`src/rtl/rxd_pkg.sv`:
```
package rxd_pkg;
    localparam int BYTE_LANES = 4;
    localparam int LANE_W     = $clog2(BYTE_LANES);
    localparam int SIZE_W     = 12;
    localparam int FLAG_W     = 11;
    localparam int WORD_W     = 32;

    localparam int OFS_LINK = 0;
    localparam int OFS_BUF  = 4;
    localparam int OFS_CTL  = 8;

    // flag bits (status bit 16+k) that make a frame bad
    localparam logic [FLAG_W-1:0] BAD_FLAGS = 11'h67D;

    typedef enum logic [2:0] {
        ST_IDLE,
        ST_RD_CTL,
        ST_RD_LINK,
        ST_RD_BUF,
        ST_RECV,
        ST_WR_DATA,
        ST_WR_STAT
    } eng_state_e;
endpackage

```
`src/rtl/rxd_lane_merge.sv`:
```
module rxd_lane_merge
    import rxd_pkg::*;
(
    input  logic [WORD_W-1:0] word_in,
    input  logic [LANE_W-1:0] lane,
    input  logic [7:0]        byte_in,
    output logic [WORD_W-1:0] word_out
);
    for (genvar g = 0; g < BYTE_LANES; g++) begin : g_lane
        assign word_out[g*8 +: 8] = (lane == LANE_W'(g)) ? byte_in : word_in[g*8 +: 8];
    end
endmodule

```
`src/rtl/rxd_status_enc.sv`:
```
module rxd_status_enc
    import rxd_pkg::*;
(
    input  logic              more,
    input  logic [FLAG_W-1:0] flags,
    input  logic [SIZE_W-1:0] count,
    output logic [WORD_W-1:0] status
);
    logic              good;
    logic [FLAG_W-1:0] shown;

    always_comb begin
        shown  = more ? '0 : flags;
        good   = !more && ((flags & BAD_FLAGS) == '0);
        status = {1'b1, more, 1'b0, 1'b0, good, shown, 4'b0000, count};
    end
endmodule

```
`src/rtl/rxd_ring_engine.sv`:
```
module rxd_ring_engine
    import rxd_pkg::*;
#(
    parameter int AW = 32
) (
    input  logic              clk,
    input  logic              rst_n,
    input  logic              rx_start,
    input  logic [AW-1:0]     ring_base,
    input  logic              in_valid,
    output logic              in_ready,
    input  logic [7:0]        in_data,
    input  logic              in_last,
    input  logic [10:0]       in_flags,
    output logic              mem_req,
    output logic              mem_we,
    output logic [AW-1:0]     mem_addr,
    output logic [31:0]       mem_wdata,
    input  logic              mem_gnt,
    input  logic [31:0]       mem_rdata
);
    typedef struct packed {
        eng_state_e        st;
        logic [AW-1:0]     cur;
        logic [AW-1:0]     link;
        logic [AW-1:0]     bufp;
        logic [SIZE_W-1:0] cap;
        logic [SIZE_W-1:0] cnt;
        logic [WORD_W-1:0] word;
        logic [LANE_W-1:0] lane;
        logic              fin;
        logic [FLAG_W-1:0] flags;
        logic              loaded;
    } eng_t;

    eng_t q, d;

    logic [WORD_W-1:0] merged;
    logic [WORD_W-1:0] stat_word;
    logic [SIZE_W-1:0] cnt_m1;
    logic [SIZE_W-1:0] cnt_p1;

    rxd_lane_merge u_merge (
        .word_in  (q.word),
        .lane     (q.lane),
        .byte_in  (in_data),
        .word_out (merged)
    );

    rxd_status_enc u_stat (
        .more   (!q.fin),
        .flags  (q.flags),
        .count  (q.cnt),
        .status (stat_word)
    );

    assign cnt_m1 = q.cnt - SIZE_W'(1);
    assign cnt_p1 = q.cnt + SIZE_W'(1);

    always_comb begin
        d         = q;
        mem_req   = 1'b0;
        mem_we    = 1'b0;
        mem_addr  = '0;
        mem_wdata = '0;
        in_ready  = 1'b0;
        unique case (q.st)
            ST_IDLE: begin
                if (rx_start) begin
                    d.st     = ST_RD_CTL;
                    d.loaded = 1'b1;
                    if (!q.loaded) d.cur = ring_base;
                end
            end
            ST_RD_CTL: begin
                mem_req  = 1'b1;
                mem_addr = q.cur + AW'(OFS_CTL);
                if (mem_gnt) begin
                    if (mem_rdata[31]) begin
                        d.st = ST_IDLE;
                    end else begin
                        d.cap = mem_rdata[SIZE_W-1:0];
                        d.st  = ST_RD_LINK;
                    end
                end
            end
            ST_RD_LINK: begin
                mem_req  = 1'b1;
                mem_addr = q.cur + AW'(OFS_LINK);
                if (mem_gnt) begin
                    d.link = mem_rdata[AW-1:0];
                    d.st   = ST_RD_BUF;
                end
            end
            ST_RD_BUF: begin
                mem_req  = 1'b1;
                mem_addr = q.cur + AW'(OFS_BUF);
                if (mem_gnt) begin
                    d.bufp = mem_rdata[AW-1:0];
                    d.cnt  = '0;
                    d.lane = '0;
                    d.word = '0;
                    d.st   = ST_RECV;
                end
            end
            ST_RECV: begin
                in_ready = 1'b1;
                if (in_valid) begin
                    d.word = merged;
                    d.cnt  = cnt_p1;
                    d.lane = q.lane + LANE_W'(1);
                    if (in_last) begin
                        d.fin   = 1'b1;
                        d.flags = in_flags;
                    end
                    if (q.lane == LANE_W'(BYTE_LANES - 1) || in_last || cnt_p1 == q.cap)
                        d.st = ST_WR_DATA;
                end
            end
            ST_WR_DATA: begin
                mem_req   = 1'b1;
                mem_we    = 1'b1;
                mem_addr  = q.bufp + AW'({cnt_m1[SIZE_W-1:LANE_W], {LANE_W{1'b0}}});
                mem_wdata = q.word;
                if (mem_gnt) begin
                    d.word = '0;
                    d.lane = '0;
                    d.st   = (q.fin || q.cnt == q.cap) ? ST_WR_STAT : ST_RECV;
                end
            end
            ST_WR_STAT: begin
                mem_req   = 1'b1;
                mem_we    = 1'b1;
                mem_addr  = q.cur + AW'(OFS_CTL);
                mem_wdata = stat_word;
                if (mem_gnt) begin
                    d.cur   = q.link;
                    d.fin   = 1'b0;
                    d.flags = '0;
                    d.st    = ST_RD_CTL;
                end
            end
            default: d.st = ST_IDLE;
        endcase
    end

    always_ff @(posedge clk or negedge rst_n) begin
        if (!rst_n) begin
            q <= '{st: ST_IDLE, default: '0};
        end else begin
            q <= d;
        end
    end
endmodule

```
`config.mk`:
```
export PLATFORM = sky130hd
export DESIGN_NAME = rxd_ring_engine
export DESIGN_NICKNAME = d
export VERILOG_FILES = /design/src/rtl/rxd_pkg.sv /design/src/rtl/rxd_lane_merge.sv /design/src/rtl/rxd_status_enc.sv /design/src/rtl/rxd_ring_engine.sv
export SDC_FILE = /design/constraint.sdc
export NUM_CORES = 1
export LEC_CHECK = 0
export ABC_CLOCK_PERIOD_IN_PS = 9260
export BUFFER_PORTS_ARGS = -buffer_cell sky130_fd_sc_hd__buf_4
export CAP_MARGIN = 30
export CORE_MARGIN = 5
export CORE_UTILIZATION = 55
export CTS_CLUSTER_DIAMETER = 60
export DETAILED_ROUTE_END_ITERATION = 12
export GPL_ROUTABILITY_DRIVEN = 0
export GPL_TIMING_DRIVEN = 0
export PLACE_DENSITY = 0.77
export REMOVE_ABC_BUFFERS = 1
export SYNTH_ARGS = -nofsm -noshare
export SYNTH_HDL_FRONTEND = slang
export SYNTH_SLANG_ARGS = --single-unit
```
`constraint.sdc`:
```
create_clock -name clk -period 9.26 [get_ports clk]
set_input_delay 1.852 -clock clk [delete_from_list [all_inputs] [get_ports clk]]
set_output_delay 1.852 -clock clk [all_outputs]
set_load 0.01 [all_outputs]
```
* After elaboration in Yosys (flattened, before gate mapping)
Cells that the tools add are included.
** Word-level totals
- Register bits after elaboration :: 170
- Output and inout bits :: 67
- Word-level logic and storage cells :: 105
** Cells by class
- Add/subtract/negate cells :: 6
- Equal/unequal tests :: 25
- Muxes and demuxes :: 31
- Bitwise logic cells :: 1
- Reductions and logical operators :: 28
** Operator list (number)
- case mux 32 bit (2 select lines) :: 2
- case mux 32 bit (4 select lines) :: 1
- case mux 34 bit (3 select lines) :: 1
- two-way mux 35 bit :: 2
- two-way mux 58 bit :: 1
- case mux 12 bit (2 select lines) :: 2
- two-way mux 46 bit :: 1
- two-way mux 34 bit :: 1
- adder 32 x 12 -> 32 bit :: 1
- adder 32 x 3 -> 32 bit (second input constant) :: 1
- adder 32 x 4 -> 32 bit (second input constant) :: 1
- two-way mux 32 bit :: 1
- two-way mux 8 bit :: 4
- == test 12 bit :: 2
- two-way mux 12 bit :: 2
- != test 2 bit (second input constant) :: 11
- case mux 3 bit (7 select lines) :: 1
- AND reduction 5 bit :: 4
- two-way mux 3 bit :: 6
- adder 12 x 1 -> 12 bit (second input constant) :: 1
- AND reduction 4 bit :: 3
- subtractor 12 x 1 -> 12 bit (second input constant) :: 1
- zero test 11 bit :: 1
- two-way mux 11 bit :: 1
- other kinds (22) :: 39

* Longest topological paths before layout
Gate-level depths: netlist (run 1).
- Depth after elaboration :: 6
- Mapped depth :: 14

* By module
From an unflattened synthesis (run 1), not the netlist that was laid out.
** Second synthesis, totals
- Cells, all modules :: 1209
- Area total of the unflattened synthesis :: 10652.7 um2
** By module, submodules not included
- rxd_ring_engine :: times used 1, cells an instance 1133, area each 9942.0 um2, sequential area each 4254.1 um2
- rxd_lane_merge :: times used 1, cells an instance 38, area each 440.4 um2, sequential area each 0.0 um2
- rxd_status_enc :: times used 1, cells an instance 38, area each 270.3 um2, sequential area each 0.0 um2

* Worst setup path after synthesis (run 1)
No wires, ideal clock.
- Path type :: register -> output
- Start :: reg q[52] (netlist bit)
- End :: out mem_addr[22]
- Arrival :: 3339 ps
- Data required time :: 7408 ps
- Path slack :: 4069 ps
- Cell stages (with the launch flop) :: 14
- Path buffers :: 1
- Cells stage by stage :: dfrtp_1 clkbuf_1 nor4_1 nand2_1 or4_1 xnor2_1 ha_1 or2_2 nor2_1 o21ai_0 o21ai_0 nor3_1 xor2_1 a221o_1
** Between the ends
- Longest elaborated chain between the ends :: 3
** RTL lines
- start, declared :: RTL line rxd_ring_engine.sv:36 : eng_t q, d;
- start signal, assigned :: RTL line rxd_ring_engine.sv:149 : q <= '{st: ST_IDLE, default: '0};
- start signal, assigned :: RTL line rxd_ring_engine.sv:151 : q <= d;
- subtractor 12 x 1 -> 12 bit :: RTL line rxd_ring_engine.sv:57 : assign cnt_m1 = q.cnt - SIZE_W'(1);
- adder 32 x 12 -> 32 bit :: RTL line rxd_ring_engine.sv:123 : mem_addr = q.bufp + AW'({cnt_m1[SIZE_W-1:LANE_W], {LANE_W{1'b0}}});
- case mux 32 bit (4 select lines) :: RTL line rxd_ring_engine.sv:67 : unique case (q.st)
- end, declared :: RTL line rxd_ring_engine.sv:17 : output logic [AW-1:0] mem_addr,
No other way between the ends.

* Worst setup path in the final report (run 1)
- Start :: reg q[55] (netlist bit)
- End :: out mem_addr[22]
The elaborated chain is that of the path after synthesis.

==> results.yml, run 1 <==
sta:
  finalSetupViolCount: 0
  fin_skew_ns: 0.00904
  rsz0062_at_grt: "false"
  max_clock_freq_mhz: 149
  fin_setup_tns_ns: 0
  worst_slew_pin_slew_ns: 1.02
  slew_headroom_pct: 31.5
  period_minus_slack_ns: 6.71
  slew_violations: 0
  hold_viol: 0
  period_share_pct: 72.4
cts:
  cts_resized: 0
  cts-hold-fix-buffers: 0
  root_buffer: "clkbuf_16"
  post-cts-setup-buffers: 0
  clock-sinks: 170
  cts.clk_slew.worst_paths_ns: 0.07
  htree_levels: 4
  cts_tree: "built"
  clockBufferDepth: 2
  clk_latency_ns: 0.44
  cts_made_buffers: 17
logic_synthesis:
  synth-main-ff-cell: "dfrtp_1"
  ys_ff_latch: 170
  syn_area_um2: 10400
  yosys-top-cells-area: "dfrtp_1 41%, nand2_1 10%, o21ai_0 5.6%"
  synth_top_cell_area_share_pct: 40.9
  syn_inst: 1244
  yosysTopAreaCell: "dfrtp_1"
  synth_cell_type_count: 74
  synthArstFlopShare_pct: 100
  ys_warn_count: 0
  synthTopCellsByCount: "290 x nand2_1, 170 x dfrtp_1, 117 x o21ai_0"
  synth_edf_count: 0
  synth-seq-area-share_pct: 40.9
  synth_most_common_cell: "nand2_1"
  synth.avg_cell_area_um2: 8.37
power_and_ir_drop:
  ir_drop_v: 0.000165
  powerDensity_nw_per_um2: 367
  p_leak_nw: 5.54
detailed_routing:
  drcViolationCount: 0
  drtIter0Drc: 1452
  post_drt_wl_per_cell_um: 19.9
  final_antenna_net_count: 0
  routed_wl_mm: 31.7
  vias_per_cell: 6.19
  dr.pass1.iters: 7
  vias: 9835
placement:
  place_hpwl_mm: 22.5
  io_buffers: 155
setup_path:
  start_kind: "register"
  crit_required_ns: 7.41
  cp_data_arrival_time_ns: 4.86
  end_kind: "output pin"
  critPathMaxFanout: 12
  criticalPathCategory: "register to output pin"
final_layout:
  syn_to_final_growth_pct: 18.5
  layout-drive-gt1-share_pct: 19.3
  antenna_cells: 0
  fin_nets: 1451
  post-route-util_pct: 66.2
  regArea_um2: 4250
  multi_input_comb_area_um2: 5710
  regMostFlops: "q"
  num-fill-cells: 1610
  largest_reg_flops: 170
  top_regs: "q x170"
grt:
  grt_pass1_wl_mm: 50.6
  grt_pass1_vias: 9432
  grt-ovfl-total: 0
  grt_max_degree: 122
  antenna_found_initial: 0
  track_usage_pct: 29.0
floorplan:
  dieArea_um2: 21800
  initial_core_util_pct: 55.8
  core_area_um2: 18600
  die-height_um: 148
  die-width_um: 148
  num_io_pins: 156
  rows: 50
status:
  status: "complete, no violations"
run:
  max_cap_violations: 0
min_path:
  hp-class: "register to register"
-- stage by stage --
step | instances | area (um2) | hold slack, ns | worst slack (ns) | power (mW)
final | 1588 | 12300 | 0.471 | 2.55 | 4.52
after global placement | 1546 | 11500 | 0.454 | 2.06 | 3.61
after detailed placement | 1555 | 11700 | 0.456 | 3.21 | 3.74
after floorplan | 1157 | 10000 | 0.441 | 4.14 | 2.83
after CTS | 1587 | 12300 | 0.477 | 2.70 | 4.47
after global routing | 1588 | 12300 | 0.500 | 2.36 | 4.81
-- cell usage in the layout, fill, tap and decap left out, types with 6 or more instances in the layout --
cell type	n
nor3_1	17
xor2_1	26
inv_1	26
o21ai_1	6
nand3_1	39
a31oi_1	46
buf_4	155
dfrtp_1	170
clkbuf_16	17
mux2_4	10
xnor2_1	35
o221ai_1	9
o22ai_1	7
o211ai_1	9
a21oi_1	34
buf_16	6
and3_1	16
nand4_1	16
o21ai_0	117
nor4_1	10
mux2_2	37
a22o_1	21
and2_1	9
a21o_1	8
ha_1	20
nor2_1	85
nand2_1	289
-- cell families after synthesis --
family                     Yosys count  share of synthesized area [%]
and+or+nand+nor                    529                           22.8
DFF                                170                           40.9
adders and majority gates           21                           2.60
AOI/OAI and AO/OA                  297                           18.0
muxes                               52                           5.93
xor gates and xnor gates            62                           5.29
buffers and inverters              113                           4.56
-- final cells by class --
class	instances	share of cell area, %
Multi-Input combinational cell	961	46.3
Timing Repair Buffer	165	11.3
Sequential cell	170	34.5
Clock inverter	15	1.32
Clock buffer	17	3.45
Inverter	26	0.791
Tap cell	234	2.37
-- report_power, final --
part           leakage (nW)  internal (mW)  switching [mW]
logic                  3.14           1.02            1.36
registers              2.12           1.06           0.371
clock network         0.284          0.381           0.336
total                  5.54           2.45            2.07
-- critical path, stage by stage (launching register included) --
cell       delay [ns]
dfrtp_1          0.55
or4_2            0.74
nor3_1           0.23
xor2_1           0.18
ha_1             0.28
o21a_1           0.13
o2111ai_1        0.65
inv_1            0.31
o21ai_0          0.44
nor3_1           0.15
xor2_1           0.20
a221o_1          0.40
buf_4            0.16
-- routing by layer --
layer	up-vias	global-route usage, %	share of wire (%)
li1	4556	-	-
met1	4713	39.5	41
met2	490	45.1	46
met3	76	7.33	9.9
met4	0	10.7	3.1
met5	-	0	0
-- worst paths after layout --
path | from | end | slack, ns | cells past startpoint
setup / recovery | q[55] | mem_addr[22] | 2.55 | 12
hold / removal | q[0] | q[0] | 0.47 | 1
setup reg to reg | q[167] | q[40] | 5.30 | 8
hold reg to reg | q[0] | q[0] | 0.47 | 1
max in group asynchronous | rst_n | q[89] | 7.02 | 2
min in group asynchronous | rst_n | q[109] | 1.30 | 1
No activity file was read; power rests on OpenSTA's default activity.
==> run 2, diff against run 1 <==
- ABC_CLOCK_PERIOD_IN_PS: 9260 -> 6200
- clock period: 9.26 -> 6.2 ns (I/O delays scaled with it)
==> run 2 against run 1 <==
Clock skew is essentially flat. Sequential share of layout area is the same. Flip-flop and latch count is the same. Global-route usage is the same. Register-to-register slack lost 3.1 ns. Die area is the same. Setup slack lost 2.4 ns. Via count grew 0.34%.
==> results.yml, run 2 (synthesis results as in run 1) <==
power_and_ir_drop:
  sw_frac_of_total_pct: 45.8
  p_int_mw: 3.67
  p_leak_nw: 5.54
  clkPwrFrac_pct: 15.9
  ir_drop_v: 0.000248
  p_switching_mw: 3.09
  total_power_mw: 6.76
  pwr-share-comb_pct: 52.6
  powerDensity_nw_per_um2: 548
  p_seq_share_pct: 31.5
setup_path:
  cp_top_family: "compound AO/OA/AOI/OAI gates"
  r2r_end: "q[35]"
  reg2reg_depth: 8
  critPathBufInv: 2
  start_kind: "register"
  criticalPathCategory: "register to output pin"
  critPathMaxFanout: 12
  cp_cell_sequence: "or4_2, nor3_1, xor2_1, ha_1, o21a_1, o2111ai_1, inv_1, o21ai_1, nor3_1, xor2_1, a221o_1, buf_4"
  slowest_stage: "or4_2"
  cp_data_arrival_time_ns: 4.80
  cp_slowest_stage_delay_ns: 0.74
  r2r_slack_ns: 2.24
  reg2reg_from: "q[167]"
  crit_required_ns: 4.96
  end_kind: "output pin"
cts:
  cts_made_buffers: 17
  clockBufferDepth: 2
  clk_latency_ns: 0.44
  post-cts-setup-buffers: 0
  root_buffer: "clkbuf_16"
  cts.clk_slew.worst_paths_ns: 0.07
  cts_resized: 0
  htree_levels: 4
  cts_tree: "built"
  cts-hold-fix-buffers: 0
  clock-sinks: 170
run:
  max_cap_violations: 0
final_layout:
  post-route-util_pct: 66.2
  syn_to_final_growth_pct: 18.5
  final_area_um2: 12300
  layout_common_cells: "289 x nand2_1, 170 x dfrtp_1, 155 x buf_4"
  regArea_um2: 4250
  regMostFlops: "q"
  layout-drive-gt1-share_pct: 19.3
  fin_nets: 1451
  top_regs: "q x170"
  num-fill-cells: 1610
  mostFrequentLayoutCell: "nand2_1"
  largest_reg_flops: 170
  multi_input_comb_area_um2: 5710
  antenna_cells: 0
detailed_routing:
  wl_met2_mm: 14.5
  routed_wl_mm: 31.6
  m1WireLength_mm: 13.0
  vias: 9868
  final_antenna_net_count: 0
  vias_per_cell: 6.21
  post_drt_wl_per_cell_um: 19.9
  drcViolationCount: 0
  highest_layer: "met4"
  dr.pass1.iters: 6
  drtIter0Drc: 1479
  wl_met3_mm: 3.19
sta:
  period_share_pct: 97.4
  max_clock_freq_mhz: 166
  rsz0062_at_grt: "false"
  period_minus_slack_ns: 6.04
  worst_slew_pin_slew_ns: 1.04
  finalSetupViolCount: 0
  hold_viol: 0
  fin_skew_ns: 0.00911
  slew_violations: 0
  slew_headroom_pct: 30.1
grt:
  track_usage_pct: 29.0
  antenna_found_initial: 0
  grt_pass1_vias: 9432
  grt_max_degree: 122
  grt-ovfl-total: 0
  grt_pass1_wl_mm: 50.6
floorplan:
  initial_core_util_pct: 55.8
  rows: 50
  core_area_um2: 18600
  num_io_pins: 156
  die-width_um: 148
  dieArea_um2: 21800
  die-height_um: 148
min_path:
  hp-class: "register to register"
  min_path_cells: 1
  min_from: "q[0]"
  holdPathEnd: "q[0]"
placement:
  io_buffers: 155
  place_hpwl_mm: 22.5
  post_dp_cell_area_um2: 11700
status:
  status: "complete, no violations"
-- run 2: cell counts in the layout (fill, tap and decap cells not counted) --
Identical to the previous run, type by type.
-- run 2: routing by layer --
metal / GRT usage [%] / vias to the layer above
met3: 7.33 / 73
met2: 45.1 / 514
met4: 10.7 / 0
li1: - / 4561
met1: 39.5 / 4720
met5: 0 / -
-- run 2: final cells by class --
| cell class | instances | area share, % |
|---|---|---|
| inverter | 26 | 0.791 |
| clock inverter | 15 | 1.32 |
| timing repair buffer | 165 | 11.3 |
| multi-input combinational | 961 | 46.3 |
| tap | 234 | 2.37 |
| sequential | 170 | 34.5 |
| clock buffer | 17 | 3.45 |
-- run 2: stage by stage --
| step | hold slack, ns | TNS (ns) | std cells | worst slack (ns) |
|---|---|---|---|---|
| after detailed placement | 0.456 | 0 | 1555 | 0.760 |
| after floorplan | 0.441 | 0 | 1157 | 1.70 |
| after CTS | 0.477 | 0 | 1587 | 0.257 |
| final | 0.471 | 0 | 1588 | 0.164 |
| after global placement | 0.454 | -3.86 | 1546 | -0.390 |
| after global routing | 0.500 | 0 | 1588 | 0.0779 |
-- run 2: power by group through the flow --
| stage | clock (mW) | sequential [mW] | combinational (mW) |
|---|---|---|---|
| 2_1_floorplan | 0 | 1.98 | 2.25 |
| 3_3_place_gp | 0 | 2.15 | 3.23 |
| 3_5_place_dp | 0 | 2.13 | 3.45 |
| 4_1_cts | 1.08 | 2.12 | 3.48 |
| 5_1_grt | 1.13 | 2.19 | 3.87 |
| 6_report | 1.07 | 2.13 | 3.55 |
-- run 2: how the worst max path moves through the flow --
| stage | cells past startpoint | startpoint | end | slack [ns] |
|---|---|---|---|---|
| floorplan | 12 | q[50] | mem_addr[22] | 1.70 |
| global placement | 7 | q[168] | mem_addr[29] | -0.39 |
| detailed placement | 12 | q[55] | mem_addr[22] | 0.76 |
| CTS | 12 | q[55] | mem_addr[22] | 0.26 |
| global route | 12 | q[55] | mem_addr[22] | 0.08 |
| finish | 12 | q[55] | mem_addr[22] | 0.16 |
